File: config.mk
export PLATFORM = sky130hd
export DESIGN_NAME = onoff_delay_timer
export DESIGN_NICKNAME = d
export VERILOG_FILES = /design/src/rtl/odt_pkg.sv /design/src/rtl/odt_tick_gate.sv /design/src/rtl/odt_tick_counter.sv /design/src/rtl/odt_phase_fsm.sv /design/src/rtl/onoff_delay_timer.sv
export SDC_FILE = /design/constraint.sdc
export NUM_CORES = 1
export LEC_CHECK = 0
export BUFFER_PORTS_ARGS = -buffer_cell sky130_fd_sc_hd__clkbuf_2
export CAP_MARGIN = 20
export CORE_AREA = 5 5 73 75
export CTS_CLUSTER_SIZE = 40
export DETAILED_ROUTE_END_ITERATION = 12
export DIE_AREA = 0 0 78 80
export HOLD_SLACK_MARGIN = 0.12
export MAX_ROUTING_LAYER = met4
export PLACE_DENSITY = 0.62
export SYNTH_ARGS = -nofsm -noshare
export SYNTH_HDL_FRONTEND = slang
export SYNTH_SLANG_ARGS = --single-unit
export TNS_END_PERCENT = 50
File: constraint.sdc
create_clock -name clk -period 8.47 [get_ports clk]
set_clock_uncertainty 0.2 [all_clocks]
set_input_delay 0.847 -clock clk [delete_from_list [all_inputs] [get_ports clk]]
set_output_delay 0.847 -clock clk [all_outputs]
set_load 0.1 [all_outputs]
File: src/rtl/odt_pkg.sv
package odt_pkg;

    typedef enum logic [1:0] {
        PH_IDLE    = 2'd0,
        PH_ARMING  = 2'd1,
        PH_HELD    = 2'd2,
        PH_RELEASE = 2'd3
    } phase_e;

    function automatic logic phase_drives_high(input phase_e ph);
        return (ph == PH_HELD) || (ph == PH_RELEASE);
    endfunction

    function automatic logic phase_is_timing(input phase_e ph);
        return (ph == PH_ARMING) || (ph == PH_RELEASE);
    endfunction

endpackage

File: src/rtl/odt_tick_gate.sv
module odt_tick_gate (
    input  logic tick_i,
    input  logic pause_i,
    output logic qual_o
);
    always_comb qual_o = tick_i & ~pause_i;
endmodule

File: src/rtl/odt_tick_counter.sv
module odt_tick_counter #(
    parameter int W = 16
) (
    input  logic         clk,
    input  logic         rst,
    input  logic         clr_i,
    input  logic         inc_i,
    input  logic [W-1:0] limit_i,
    output logic         done_o
);
    logic [W-1:0] cnt_q;
    logic [W:0]   cnt_nxt;

    always_comb begin
        cnt_nxt = {1'b0, cnt_q} + (W+1)'(1);
        done_o  = inc_i && (cnt_nxt >= {1'b0, limit_i});
    end

    always_ff @(posedge clk) begin
        if (rst || clr_i)
            cnt_q <= '0;
        else if (inc_i)
            cnt_q <= cnt_nxt[W-1:0];
    end

    // with neither clear nor increment the elapsed count is kept
    assert_count_frozen_R4: assert property (@(posedge clk) disable iff (rst)
        (!clr_i && !inc_i) |=> $stable(cnt_q));

endmodule

File: src/rtl/odt_phase_fsm.sv
module odt_phase_fsm
    import odt_pkg::*;
(
    input  logic   clk,
    input  logic   rst,
    input  logic   cancel_i,
    input  logic   sig_i,
    input  logic   qual_i,
    input  logic   on_zero_i,
    input  logic   off_zero_i,
    input  logic   done_i,
    output logic   cnt_clr_o,
    output logic   cnt_inc_o,
    output phase_e phase_o,
    output logic   level_o
);
    phase_e phase_q, phase_d;
    logic   sig_d;
    logic   rise, running;

    always_comb begin
        rise    = sig_i & ~sig_d;
        running = !cancel_i &&
                  (((phase_q == PH_ARMING)  &&  sig_i) ||
                   ((phase_q == PH_RELEASE) && !sig_i));
        cnt_inc_o = running && qual_i;
        cnt_clr_o = !running || done_i;
    end

    always_comb begin
        phase_d = phase_q;
        if (cancel_i) begin
            phase_d = PH_IDLE;
        end else begin
            unique case (phase_q)
                PH_IDLE:
                    if (rise) phase_d = on_zero_i ? PH_HELD : PH_ARMING;
                PH_ARMING:
                    if (!sig_i)      phase_d = PH_IDLE;
                    else if (done_i) phase_d = PH_HELD;
                PH_HELD:
                    if (!sig_i) phase_d = off_zero_i ? PH_IDLE : PH_RELEASE;
                PH_RELEASE:
                    if (sig_i)       phase_d = PH_HELD;
                    else if (done_i) phase_d = PH_IDLE;
                default: phase_d = PH_IDLE;
            endcase
        end
    end

    always_ff @(posedge clk) begin
        if (rst) begin
            phase_q <= PH_IDLE;
            sig_d   <= 1'b0;
        end else begin
            phase_q <= phase_d;
            sig_d   <= sig_i;
        end
    end

    always_comb begin
        phase_o = phase_q;
        level_o = phase_drives_high(phase_q);
    end

    // the output only rises after the input was sampled high
    assert_rise_after_high_R2: assert property (@(posedge clk) disable iff (rst)
        $rose(level_o) |-> $past(sig_i));

    // the output only falls after a low input sample or a cancel
    assert_fall_after_low_R3: assert property (@(posedge clk) disable iff (rst)
        $fell(level_o) |-> ($past(!sig_i) || $past(cancel_i)));

    // an unqualified cycle inside an on-delay keeps the block arming
    assert_pause_holds_R4: assert property (@(posedge clk) disable iff (rst)
        (phase_q == PH_ARMING && sig_i && !qual_i && !cancel_i)
            |=> (phase_q == PH_ARMING && !level_o));

    // a low input during an on-delay returns to idle
    assert_drop_discards_R5: assert property (@(posedge clk) disable iff (rst)
        (phase_q == PH_ARMING && !sig_i && !cancel_i) |=> (phase_q == PH_IDLE));

    // cancel forces idle with a low output
    assert_cancel_idle_R6: assert property (@(posedge clk) disable iff (rst)
        cancel_i |=> (phase_q == PH_IDLE && !level_o));

    // a re-rise during an off-delay returns to a steady high
    assert_rehigh_held_R7: assert property (@(posedge clk) disable iff (rst)
        (phase_q == PH_RELEASE && sig_i && !cancel_i)
            |=> (phase_q == PH_HELD && level_o));

endmodule

File: src/rtl/onoff_delay_timer.sv
module onoff_delay_timer
    import odt_pkg::*;
#(
    parameter int CNT_W = 16
) (
    input  logic             clk,
    input  logic             rst,
    input  logic             tick_i,
    input  logic             pause_i,
    input  logic             cancel_i,
    input  logic             sig_i,
    input  logic [CNT_W-1:0] on_ticks_i,
    input  logic [CNT_W-1:0] off_ticks_i,
    output logic             level_o
);
    logic             qual, cnt_clr, cnt_inc, done;
    logic             on_zero, off_zero;
    logic [CNT_W-1:0] limit;
    phase_e           phase;

    always_comb begin
        on_zero  = (on_ticks_i == '0);
        off_zero = (off_ticks_i == '0);
        limit    = (phase == PH_ARMING) ? on_ticks_i : off_ticks_i;
    end

    odt_tick_gate u_gate (
        .tick_i (tick_i),
        .pause_i(pause_i),
        .qual_o (qual)
    );

    odt_tick_counter #(.W(CNT_W)) u_cnt (
        .clk    (clk),
        .rst    (rst),
        .clr_i  (cnt_clr),
        .inc_i  (cnt_inc),
        .limit_i(limit),
        .done_o (done)
    );

    odt_phase_fsm u_fsm (
        .clk       (clk),
        .rst       (rst),
        .cancel_i  (cancel_i),
        .sig_i     (sig_i),
        .qual_i    (qual),
        .on_zero_i (on_zero),
        .off_zero_i(off_zero),
        .done_i    (done),
        .cnt_clr_o (cnt_clr),
        .cnt_inc_o (cnt_inc),
        .phase_o   (phase),
        .level_o   (level_o)
    );

    // only timing phases may increment the shared counter
    assert_inc_only_timing_R6: assert property (@(posedge clk) disable iff (rst)
        cnt_inc |-> phase_is_timing(phase));

endmodule

# Word level (Yosys, flattened, before mapping)

Index checks and enable logic that the tools add are counted.

$add $sub $neg: 1
Magnitude comparators: 1
Eq/ne operators: 7
Mux-type cells: 10
Bitwise operators: 4
Reduce and logical (&&, ||, !) cells: 17

Operators by type and width:

| operator                                      | number |
|---|---|
| logical NOT 16 bit                            | 2 |
| adder 16 x 1 -> 17 bit, second input constant | 1 |
| >= comparator 17 x 16 -> 1 bit                | 1 |
| 2-to-1 mux 16 bit                             | 1 |
| 2-to-1 mux 2 bit                              | 8 |
| one-hot mux 2 bit (4 select lines)            | 1 |
| != test 3 x 2 -> 1 bit, second input constant | 2 |
| logical AND 1 bit                             | 5 |
| == test 2 bit, second input constant          | 2 |
| logical OR 1 bit                              | 4 |
| AND reduction 4 bit                           | 1 |
| logical NOT 1 bit                             | 3 |
| AND 1 bit                                     | 2 |
| == test 2 x 1 -> 1 bit, second input constant | 1 |
| logical NOT 2 bit                             | 1 |
| != test 2 x 1 -> 1 bit, second input constant | 1 |
| != test 2 bit, second input constant          | 1 |
| NOT 1 bit                                     | 2 |
| OR reduction 2 bit                            | 1 |

Flip-flop bits (word level): 19

# Longest topological paths before layout

Gate-level depths: netlist (run 1).

Word-level depth: 9
Depth in mapped cells: 14

# Modules after synthesis

A second synthesis (run 1) with hierarchy kept.

Cells, all modules: 228
Area, all modules: 1920.6 µm²

Modules (own cells, without submodules):

| module            | instances | cells an instance | area an instance (µm²) | seq. area each (µm²) |
|---|---|---|---|---|
| odt_tick_counter  | 1         | 168               | 1341.3                 | 320.3 |
| onoff_delay_timer | 1         | 29                | 330.3                  | 0.0 |
| odt_phase_fsm     | 1         | 30                | 235.2                  | 60.1 |
| odt_tick_gate     | 1         | 1                 | 13.8                   | 0.0 |

# Least setup slack after synthesis (run 1)

Ideal clock, no wire load.

Kind: register to register
Start: reg u_fsm.phase_q[1] (netlist: u_fsm.phase_o[1])
End: reg u_cnt.cnt_q[2]
Arrival: 3.291 ns
Data required time: 8.199 ns
Path slack: 4.908 ns
Stages on the path, launching flop included: 14
Buffers on the path: 4
Period minus slack after synthesis: 3.562 ns
Cell sequence: dfxtp_1 clkbuf_1 nand2b_1 clkbuf_1 buf_1 mux2i_1 ha_1 a211o_1 a31oi_1 o221ai_1 a211oi_2 clkbuf_1 o21ai_0 a21oi_1

Word-level cells in the longest chain between the ends: 8
Elaborated cells between the ends (all ways): 13

RTL lines:

| item                                                                                   | RTL line               | text |
|---|---|---|
| start: declaration                                                                     | odt_phase_fsm.sv:17    | `phase_e phase_q, phase_d;` |
| start signal: assignment                                                               | odt_phase_fsm.sv:56    | `phase_q <= phase_d;` |
| parallel branches: the longest is 8 deep, another holds >= comparator 17 x 16 -> 1 bit | n/a                    |  |
| end signal: assignment                                                                 | odt_tick_counter.sv:23 | `cnt_q <= cnt_nxt[W-1:0];` |
| end: declaration                                                                       | odt_tick_counter.sv:11 | `logic [W-1:0] cnt_q;` |

Parallel ways; which one is timed is not known.
A chain may end at the register's enable or synchronous reset.

# Worst setup path in the final report (run 1)

Start: reg u_cnt.cnt_q[0]
End: reg u_fsm.phase_q[1] (netlist: u_fsm.phase_o[1])

Word-level cells in the longest chain between the ends: 5
Elaborated cells between the ends (all ways): 6

RTL lines:

| item                                    | RTL line               | text |
|---|---|---|
| adder 16 x 1 -> 17 bit *                | odt_tick_counter.sv:15 | `cnt_nxt = {1'b0, cnt_q} + (W+1)'(1);` |
| named net u_cnt.cnt_nxt[14]             | odt_tick_counter.sv:12 | `logic [W:0] cnt_nxt;` |
| >= comparator 17 x 16 -> 1 bit *        | odt_tick_counter.sv:16 | `done_o = inc_i && (cnt_nxt >= {1'b0, limit_i});` |
| logical AND 1 bit *                     | odt_tick_counter.sv:16 |  |
| != test 3 x 2 -> 1 bit (no source line) | n/a                    |  |
| AND reduction 4 bit (no source line) *  | n/a                    |  |

Mark *: on every way through the listed nets, which the timed path passes. The rest lies on a longest branch.

==> flow_summary_export.csv, run 1 <==
group,metric,value,unit
layout,area_growth,15.2,%
drt,vias_per_cell,5.41,
floorplanning,die_w,78,µm
floorplanning,rows,25,
timing,min_period_over_period,0.460,
place,hpwl,3760,µm
grt,grt_pass1_wl,7380,µm
clocking,tritoncts,"done",
clocking,cts_sinks,19,
timing,period_needed,3.90,ns
synth,syn_inst,226,
drt,ant_nets,0,
worst_setup_path,required,8.45,ns
timing,slew_headroom,0.382,
status,outcome,"completed",
grt,grt_max_degree,19,
synth,synth_flop_cell,"dfxtp_1",
layout,drive_gt1_frac,0.188,
worst_setup_path,path_max_fanout,14,
synth,synth_fp_nets,281,
clocking,clk_pin_slew_worst_paths,0.07,ns
floorplanning,core_area,4600,µm²
drt,drc_errors,0,
drt,first_iter_violations,75,
drt,first_pass_iters,4,
synth,syn_area,1770,µm²
clocking,cts_setup_buffers,0,
power,p_leak,0.000948,µW
synth,synth_seq_cells,19,
synth,seq_area_frac_synth,0.215,
floorplanning,fp.dieH,80,µm
place,globalplace.congestion,0.818,
worst_setup_path,arrival,3.88,ns
synth,syn_avg_cell_area,7.82,µm²
grt,grt_usage,0.148,
layout,antenna_cells,0,
worst_setup_path,cp-end-kind,"register",
drt,wl_per_cell,14.2,µm
floorplanning,start_util,0.384,
power,max-vdd-ir-drop,0.0799,mV
floorplanning,die-area,6240,µm²
drt,vias,1703,
timing,fmax,257,MHz
clocking,htreeDepth,1,
grt,grt_pass1_vias,1606,
timing,final_hold_viol_count,0,
flow_run,drv_cap,0,
worst_setup_path,cp-start-kind,"register",
drt,routed_wl,4460,µm
grt,grt_overflow,0,
place,port_buffers,38,
power,powerDensity,94.2,nW/µm²
min_path,holdCritPathClass,"reg2reg",
floorplanning,io_pins,39,
worst_setup_path,crit_type,"reg2reg",
timing,holdWs,0.286,ns
clocking,cts-buffers-inserted,3,
clocking,clk_root_buffer_cell,"clkbuf_8",
clocking,clock_latency,0.25,ns
timing,setup_viol,0,
clocking,clock_path_buffers,2,
synth,ys_types,39,
timing,grt_setup_unrepaired,"no",
timing,setup-tns-final,0,ns
clocking,cts_resized,0,
layout,nNetsFinal,317,
timing,worst_pin_slew,0.927,ns
timing,slew_violations,0,
grt,antenna_found_initial,0,
synth,synth-warning-count,0,
synth,synth_edf_count,0,
clocking,holdBufCountCts,0,
synth,synthArstFlopShare,0,
==> kinds of logic (layout without fill, tap and decap cells) <==
| logic type | count (synthesis) | after routing | synth area share |
|---|---|---|---|
| adders and majority gates | 17 | 17 | 0.120 |
| DFF | 19 | 19 | 0.215 |
| muxes | 16 | 16 | 0.0913 |
| xor gates and xnor gates | 23 | 23 | 0.114 |
| and+or+nand+nor | 104 | 104 | 0.301 |
| buffers and inverters | 12 | 47 | 0.0297 |
| AOI/OAI and AO/OA | 35 | 35 | 0.129 |
==> flip-flops by register name, indices dropped and copies added, names as in the netlist <==
signal / cells
u_cnt.cnt_q: 16
u_fsm.phase_o: 2
u_fsm.sig_d: 1
==> final timing paths <==
check / from / end / slack (ns) / cells past startpoint
setup reg to reg: u_cnt.cnt_q[0] / u_fsm.phase_o[1] / 4.57 / 12
hold / removal: u_cnt.cnt_q[1] / u_cnt.cnt_q[1] / 0.29 / 2
setup / recovery: u_cnt.cnt_q[0] / u_fsm.phase_o[1] / 4.57 / 12
hold reg to reg: u_cnt.cnt_q[1] / u_cnt.cnt_q[1] / 0.29 / 2
==> placed cells by master (no fill, tap or decap), types with 2 or more instances in the layout <==
cell type | synthesis | routed
clkbuf_2 | 0 | 38
nor2_1 | 33 | 33
nand2_1 | 21 | 21
dfxtp_1 | 19 | 19
ha_1 | 17 | 17
mux2i_1 | 15 | 15
xnor2_1 | 13 | 13
a21oi_1 | 12 | 12
xor2_1 | 10 | 10
nor4_1 | 10 | 10
nand3_1 | 9 | 9
nand4_1 | 7 | 7
o21ai_0 | 7 | 7
nor2b_1 | 6 | 6
inv_1 | 5 | 5
a31oi_1 | 5 | 5
nor3_1 | 4 | 4
and3_1 | 3 | 3
a21o_1 | 3 | 3
clkbuf_8 | 0 | 3
and2_1 | 2 | 2
o221ai_1 | 2 | 2
==> synthesized netlist by cell type (all sizes together), types with 3 or more instances <==
cell type	instances	area share
nor2	33	0.070
nand2	21	0.045
dfxtp	19	0.22
ha	17	0.12
mux2i	15	0.085
xnor2	13	0.064
a21oi	12	0.034
nand3	10	0.035
nor4	10	0.035
xor2	10	0.050
nand4	7	0.025
o21ai	7	0.020
nor2b	6	0.021
a31oi	5	0.018
clkbuf	5	0.011
inv	5	0.011
nor3	5	0.021
a21o	3	0.013
and3	3	0.011
==> where the power goes <==
group          internal, µW  switching [µW]  total (µW)
Combinational          17.5            22.0        39.5
Sequential             90.2            1.10        91.3
Clock                  33.4            27.9        61.2
Total                   141            50.9         192
==> cell type report <==
cell class / count / area (µm²)
fill: 470 / 2560
tap: 54 / 67.6
multi-input combinational: 195 / 1340
clock buffer: 4 / 45.0
timing repair buffer: 38 / 190
sequential: 19 / 380
inverter: 5 / 18.8
==> routing by layer <==
metal	track usage	part of all wire	vias to the layer above
li1	-	-	894
met1	0.194	0.50	768
met2	0.234	0.44	37
met4	0.0405	0.0099	0
met5	-	0	-
met3	0.0260	0.054	4
==> critical path, cell delays in order (launching register included) <==
cell,delay [ns]
dfxtp_1,0.42
ha_1,0.30
nand3_4,0.13
or3b_1,0.53
nor2_1,0.17
xor2_1,0.18
ha_1,0.27
a21o_1,0.16
a21oi_1,0.14
o221ai_1,0.14
a211oi_2,0.69
o21bai_2,0.29
a22oi_2,0.21
==> through the flow <==
| stage | utilization | instance area, µm² | power [µW] | cells | setup slack, ns |
|---|---|---|---|---|---|
| 2_1_floorplan | - | 1770 | 116 | 226 | 4.91 |
| 3_3_place_gp | 0.433 | 1990 | 132 | 311 | 4.63 |
| 3_5_place_dp | 0.433 | 1990 | 132 | 311 | 4.58 |
| 4_1_cts | 0.443 | 2040 | 194 | 315 | 4.56 |
| 5_1_grt | 0.443 | 2040 | 202 | 315 | 4.25 |
| 6_report | 0.443 | 2040 | 192 | 315 | 4.57 |
Note: power is estimated with default switching activity, not from simulation.
==> inputs of run 2 (changes only) <==
- ABC_AREA: default -> 1
- CORE_AREA: 5 5 73 75 -> 5 5 75 77
- DIE_AREA: 0 0 78 80 -> 0 0 80 82
- PLACE_DENSITY: 0.62 -> 0.64
- clock period: 8.47 -> 3.5 ns (I/O delays scaled with it)
==> flow_summary_export.csv, run 2 <==
group,metric,value,unit
synth,syn_area,1880,µm²
grt,grt_pass1_wl,7340,µm
place,dp_cells,411,
synth,synthArstFlopShare,0,
layout,stdcell_area,2180,µm²
synth,ys_types,30,
synth,synthAdderAreaFrac,0.113,
synth,synth_fp_nets,364,
clocking,cts-buffers-inserted,3,
synth,yosys.area.top_type,"dfxtp_1",
synth,synth_seq_cells,19,
drt,first_iter_violations,54,
layout,largest_reg_flops,16,
worst_setup_path,path_max_fanout,4,
grt,grt_overflow,0,
floorplanning,die_w,80,µm
timing,final_hold_viol_count,0,
power,powerDensity,222,nW/µm²
drt,routed_wl,4470,µm
synth,synth_top_area_share,0.203,
drt,first_pass_iters,4,
layout,layout_commonest_cell,"nand2_1",
layout,mostFrequentLayoutCells,"nand2_1 (80), inv_1 (47), nor2_1 (43)",
timing,slew_headroom,0.645,
clocking,tritoncts,"done",
timing,setup_viol,0,
place,globalplace.congestion,0.855,
synth,synth-warning-count,0,
clocking,clk_root_buffer_cell,"clkbuf_8",
clocking,clock_latency,0.26,ns
min_path,holdCritPathClass,"in2reg",
worst_setup_path,crit_type,"reg2reg",
floorplanning,die-area,6560,µm²
synth,synth.area.mux_share,0.0107,
layout,area_growth,16.4,%
clocking,htreeDepth,1,
timing,worst_pin_slew,0.527,ns
timing,setup-tns-final,0,ns
synth,yosysMostFrequentCell,"nand2_1",
synth,synth_top_family_by_area,"simple AND/OR/NAND/NOR gates",
floorplanning,fp.dieH,82,µm
floorplanning,start_util,0.380,
power,p_leak,0.00107,µW
layout,top_register,"u_cnt.cnt_q",
power,max-vdd-ir-drop,0.255,mV
timing,fmax,328,MHz
layout,antenna_cells,0,
power,p_total,485,µW
drt,wl_per_cell,10.7,µm
floorplanning,core_area,4940,µm²
place,dpl_cell_area,2120,µm²
synth,synth_flop_cell,"dfxtp_1",
clocking,clk_pin_slew_worst_paths,0.08,ns
timing,grt_setup_unrepaired,"no",
timing,min_period_over_period,0.872,
worst_setup_path,required,3.46,ns
synth,seq_area_frac_synth,0.203,
layout,drive_gt1_frac,0.159,
drt,ant_nets,0,
clocking,clock_path_buffers,2,
floorplanning,rows,26,
grt,grt_usage,0.144,
clocking,cts_sinks,19,
worst_setup_path,cp-start-kind,"register",
worst_setup_path,cp-end-kind,"register",
drt,drc_errors,0,
worst_setup_path,arrival,3.02,ns
layout,nNetsFinal,402,
layout,layout.cells.non_filler,416,
flow_run,drv_cap,0,
synth,synth_commonest_cells,"nand2_1 (80), inv_1 (47), nor2_1 (43)",
synth,syn_avg_cell_area,6.07,µm²
timing,period_needed,3.05,ns
grt,antenna_found_initial,0,
drt,vias,1931,
grt,grt_max_degree,32,
drt,vias_per_cell,4.64,
grt,grt_pass1_vias,1709,
worst_setup_path,r2r_slack,0.45,ns
synth,synth_compound_area_frac,0.121,
synth,synth-simple-area-share,0.383,
synth,synth_edf_count,0,
clocking,cts_setup_buffers,0,
layout,final_util,0.442,
synth,synth_area_leaders,"dfxtp_1 (20%), nand2_1 (16%), ha_1 (11%), inv_1 (9.4%), nor2_1 (8.6%)",
floorplanning,io_pins,39,
place,port_buffers,38,
status,outcome,"completed",
timing,slew_violations,0,
place,hpwl,3770,µm
synth,syn_inst,309,
synth,synth_xor_area_frac,0.0513,
[run 2: cell types whose count changed in the layout (fill, tap and decap cells not counted), moves of 5 or more]
cell	delta
inv_1	+42
nand2_1	+59
nor2_1	+10
mux2i_1	-13
a31oi_1	-5
xnor2_1	-13
nor2b_1	-6
o21ai_0	+12
nor4_1	-7
a21oi_1	+8
nand3_1	+5
[run 2: power by group]
group / internal [µW] / switching (µW)
registers: 218 / 2.07
logic: 43.4 / 61.3
clock network: 79.3 / 80.5
total: 341 / 144
[run 2: per-stage QoR]
step	hold WS, ns	setup WS (ns)
4_1_cts	0.184	0.315
6_report	0.193	0.449
3_3_place_gp	0.275	0.390
3_5_place_dp	0.285	0.352
5_1_grt	0.209	0.0944
2_1_floorplan	0.222	0.848
[run 2: kinds of logic (layout without fill, tap and decap cells)]
logic type | count (synthesis) | count (layout)
AOI/OAI and AO/OA | 42 | 42
xor gates and xnor gates | 11 | 11
adders and majority gates | 17 | 17
buffers and inverters | 55 | 92
DFF | 19 | 19
muxes | 2 | 2
and+or+nand+nor | 163 | 163
[run 2: repair_timing]
item                                   in CTS  in global routing
endpoints found under the hold margin       1                  0
gates resized for setup                     0                  1
setup endpoints to repair                   0                  5
hold buffers                                1                  0
[run 2: layout make-up]
class                           instances  area (µm²)
Clock buffer                            3        41.3
Clock inverter                          1        5.00
Fill cell                             555        2760
Inverter                               48         180
Multi-Input combinational cell        235        1280
Sequential cell                        19         380
Tap cell                               70        87.6
Timing Repair Buffer                   40         208
[run 2: worst max-delay path, stage by stage (launching register included)]
cell and delay (ns):
dfxtp_1 0.37, inv_1 0.07, nor3_2 0.31, inv_1 0.12
nor2_1 0.10, inv_1 0.05, nor2_1 0.21, xor2_1 0.30
ha_1 0.18, nand2_1 0.05, nor2_1 0.23, nand3b_1 0.11
nand3_1 0.12, nand3_1 0.08, nand2_1 0.08, nand2_2 0.07
nand2_1 0.11, o21ai_0 0.09, nand2_1 0.07, inv_1 0.03
[run 2: worst paths after layout]
check	startpoint	end	depth (start not counted)
worst max-delay path	u_cnt.cnt_q[1]	u_fsm.phase_o[0]	19
worst min-delay path	sig_i	u_fsm.sig_d	3
worst max register to register	u_cnt.cnt_q[1]	u_fsm.phase_o[0]	19
worst min register to register	u_cnt.cnt_q[1]	u_cnt.cnt_q[1]	2
[run 2: layer usage]
metal / vias up / track usage / part of all wire
met5: - / - / 0
met4: 0 / 0.0152 / 0.0027
met3: 2 / 0.0263 / 0.029
met2: 28 / 0.255 / 0.50
met1: 848 / 0.178 / 0.47
li1: 1053 / - / -
==> inputs of run 3 (changes only) <==
- ABC_AREA: 1 -> default
- CORE_AREA: 5 5 75 77 -> 5 5 73 75
- DIE_AREA: 0 0 80 82 -> 0 0 78 80
- PLACE_DENSITY: 0.64 -> 0.65
- SKIP_LAST_GASP: default -> 1
==> flow_summary_export.csv, run 3 (synthesis results as in run 1) <==
group,metric,value,unit
clocking,htreeDepth,1,
timing,min_period_over_period,0.949,
worst_setup_path,r2r-start,"u_cnt.cnt_q[0]",
layout,layout_commonest_cell,"clkbuf_2",
floorplanning,fp.dieH,80,µm
place,globalplace.congestion,0.858,
flow_run,drv_cap,0,
grt,grt_usage,0.157,
grt,grt_pass1_wl,7800,µm
timing,setup_viol,0,
place,hpwl,4000,µm
layout,final_util,0.486,
power,powerDensity,212,nW/µm²
drt,vias_per_cell,5.40,
timing,setup-tns-final,0,ns
worst_setup_path,arrival,3.31,ns
clocking,clk_pin_slew_worst_paths,0.07,ns
layout,mostFrequentLayoutCells,"clkbuf_2 (38), nor2_1 (31), nand2_1 (20), buf_4 (20), dfxtp_1 (18)",
worst_setup_path,setup.worst_path.start,"u_cnt.cnt_q[0]",
clocking,cts_sinks,19,
timing,slew_violations,0,
drt,ant_nets,0,
layout,drive_gt1_frac,0.277,
floorplanning,die_w,78,µm
drt,vias,1815,
clocking,cts-buffers-inserted,3,
timing,worst_pin_slew,0.598,ns
worst_setup_path,cp-start-kind,"register",
timing,final_hold_viol_count,0,
floorplanning,io_pins,39,
timing,fmax,301,MHz
place,dp_cells,330,
clocking,clk_root_buffer_cell,"clkbuf_8",
place,port_buffers,38,
clocking,clock_path_buffers,2,
grt,grt_max_degree,19,
worst_setup_path,r2r_slack,0.18,ns
power,switching_share,0.273,
drt,routed_wl,4730,µm
drt,first_iter_violations,83,
grt,antenna_found_initial,0,
power,p_total,473,µW
worst_setup_path,reg2reg_depth,13,
floorplanning,start_util,0.384,
drt,first_pass_iters,4,
timing,grt_setup_unrepaired,"no",
floorplanning,rows,25,
layout,layout.cells.non_filler,336,
power,power.switching,129,µW
clocking,clock_latency,0.25,ns
power,max-vdd-ir-drop,0.109,mV
floorplanning,core_area,4600,µm²
layout,area_growth,26.3,%
power,clkPwrFrac,0.321,
grt,grt_overflow,0,
power,p_leak,0.00105,µW
layout,nNetsFinal,338,
power,pwr-share-comb,0.215,
worst_setup_path,path_max_fanout,7,
min_path,min_from,"cancel_i",
worst_setup_path,worstReg2RegEnd,"u_fsm.phase_o[1]",
clocking,tritoncts,"done",
drt,drc_errors,0,
timing,period_needed,3.32,ns
layout,largest_reg_flops,16,
layout,top_register,"u_cnt.cnt_q",
timing,slew_headroom,0.600,
min_path,holdCritPathClass,"in2reg",
power,internal-power,344,µW
layout,antenna_cells,0,
drt,wl_per_cell,14.1,µm
power,pwr-share-seq,0.464,
grt,grt_pass1_vias,1723,
min_path,hold_path_end,"u_fsm.phase_o[0]",
status,outcome,"completed",
min_path,hold_path_depth,4,
worst_setup_path,crit_type,"reg2reg",
worst_setup_path,cp-end-kind,"register",
worst_setup_path,required,3.49,ns
floorplanning,die-area,6240,µm²
-- run 3: power by group through the flow --
stage | combinational, µW | sequential [µW] | clock (µW)
4_1_cts | 101 | 220 | 159
6_report | 102 | 220 | 152
3_3_place_gp | 99.1 | 225 | 0
5_1_grt | 113 | 220 | 164
3_5_place_dp | 100 | 225 | 0
2_1_floorplan | 56.9 | 224 | 0
-- run 3: what timing repair did --
item	in CTS	in global routing
pin swaps	0	3
hold endpoints to repair	1	0
gates resized for setup	1	8
endpoints found under the setup margin	1	1
setup buffers	0	1
hold buffers	1	0
-- run 3: worst max-delay path: stages (launching register included) --
cell      delay (ns)
dfxtp_1         0.38
ha_4            0.17
nand3_4         0.07
or3b_4          0.42
nor2_2          0.14
xor2_1          0.09
ha_1            0.32
nand4_1         0.13
or3_1           0.34
o221ai_2        0.15
a211oi_2        0.08
buf_4           0.18
or4_4           0.48
a22oi_2         0.12
-- run 3: worst max path at each step --
stage	depth (start not counted)	endpoint
floorplan	13	u_cnt.cnt_q[2]
global placement	13	u_fsm.phase_o[1]
detailed placement	13	u_fsm.phase_o[1]
CTS	13	u_fsm.phase_o[1]
global route	13	u_fsm.phase_o[1]
finish	13	u_fsm.phase_o[1]
-- run 3: cell type report --
cell class	instances	area [µm²]
well taps	54	67.6
multi-input cells	195	1370
clock buffers	3	41.3
inverters	5	18.8
repair buffers	59	350
clock inverters	1	5.00
fillers	457	2360
flip-flops and latches	19	382
-- run 3: stage by stage --
stage | setup WS, ns | hold slack, ns | cell area (µm²)
finish | 0.178 | 0.207 | 2230
global route | 0.0112 | 0.233 | 2230
CTS | 0.0584 | 0.202 | 2190
detailed placement | 0.00938 | 0.279 | 2130
global placement | 0.0992 | 0.264 | 2130
floorplan | 0.138 | 0.222 | 1770
-- run 3: per-layer routing --
| layer | track usage | part of all wire |
|---|---|---|
| met2 | 0.241 | 0.47 |
| met4 | 0.0709 | 0.030 |
| met1 | 0.197 | 0.44 |
| met5 | - | 0 |
| met3 | 0.0316 | 0.060 |
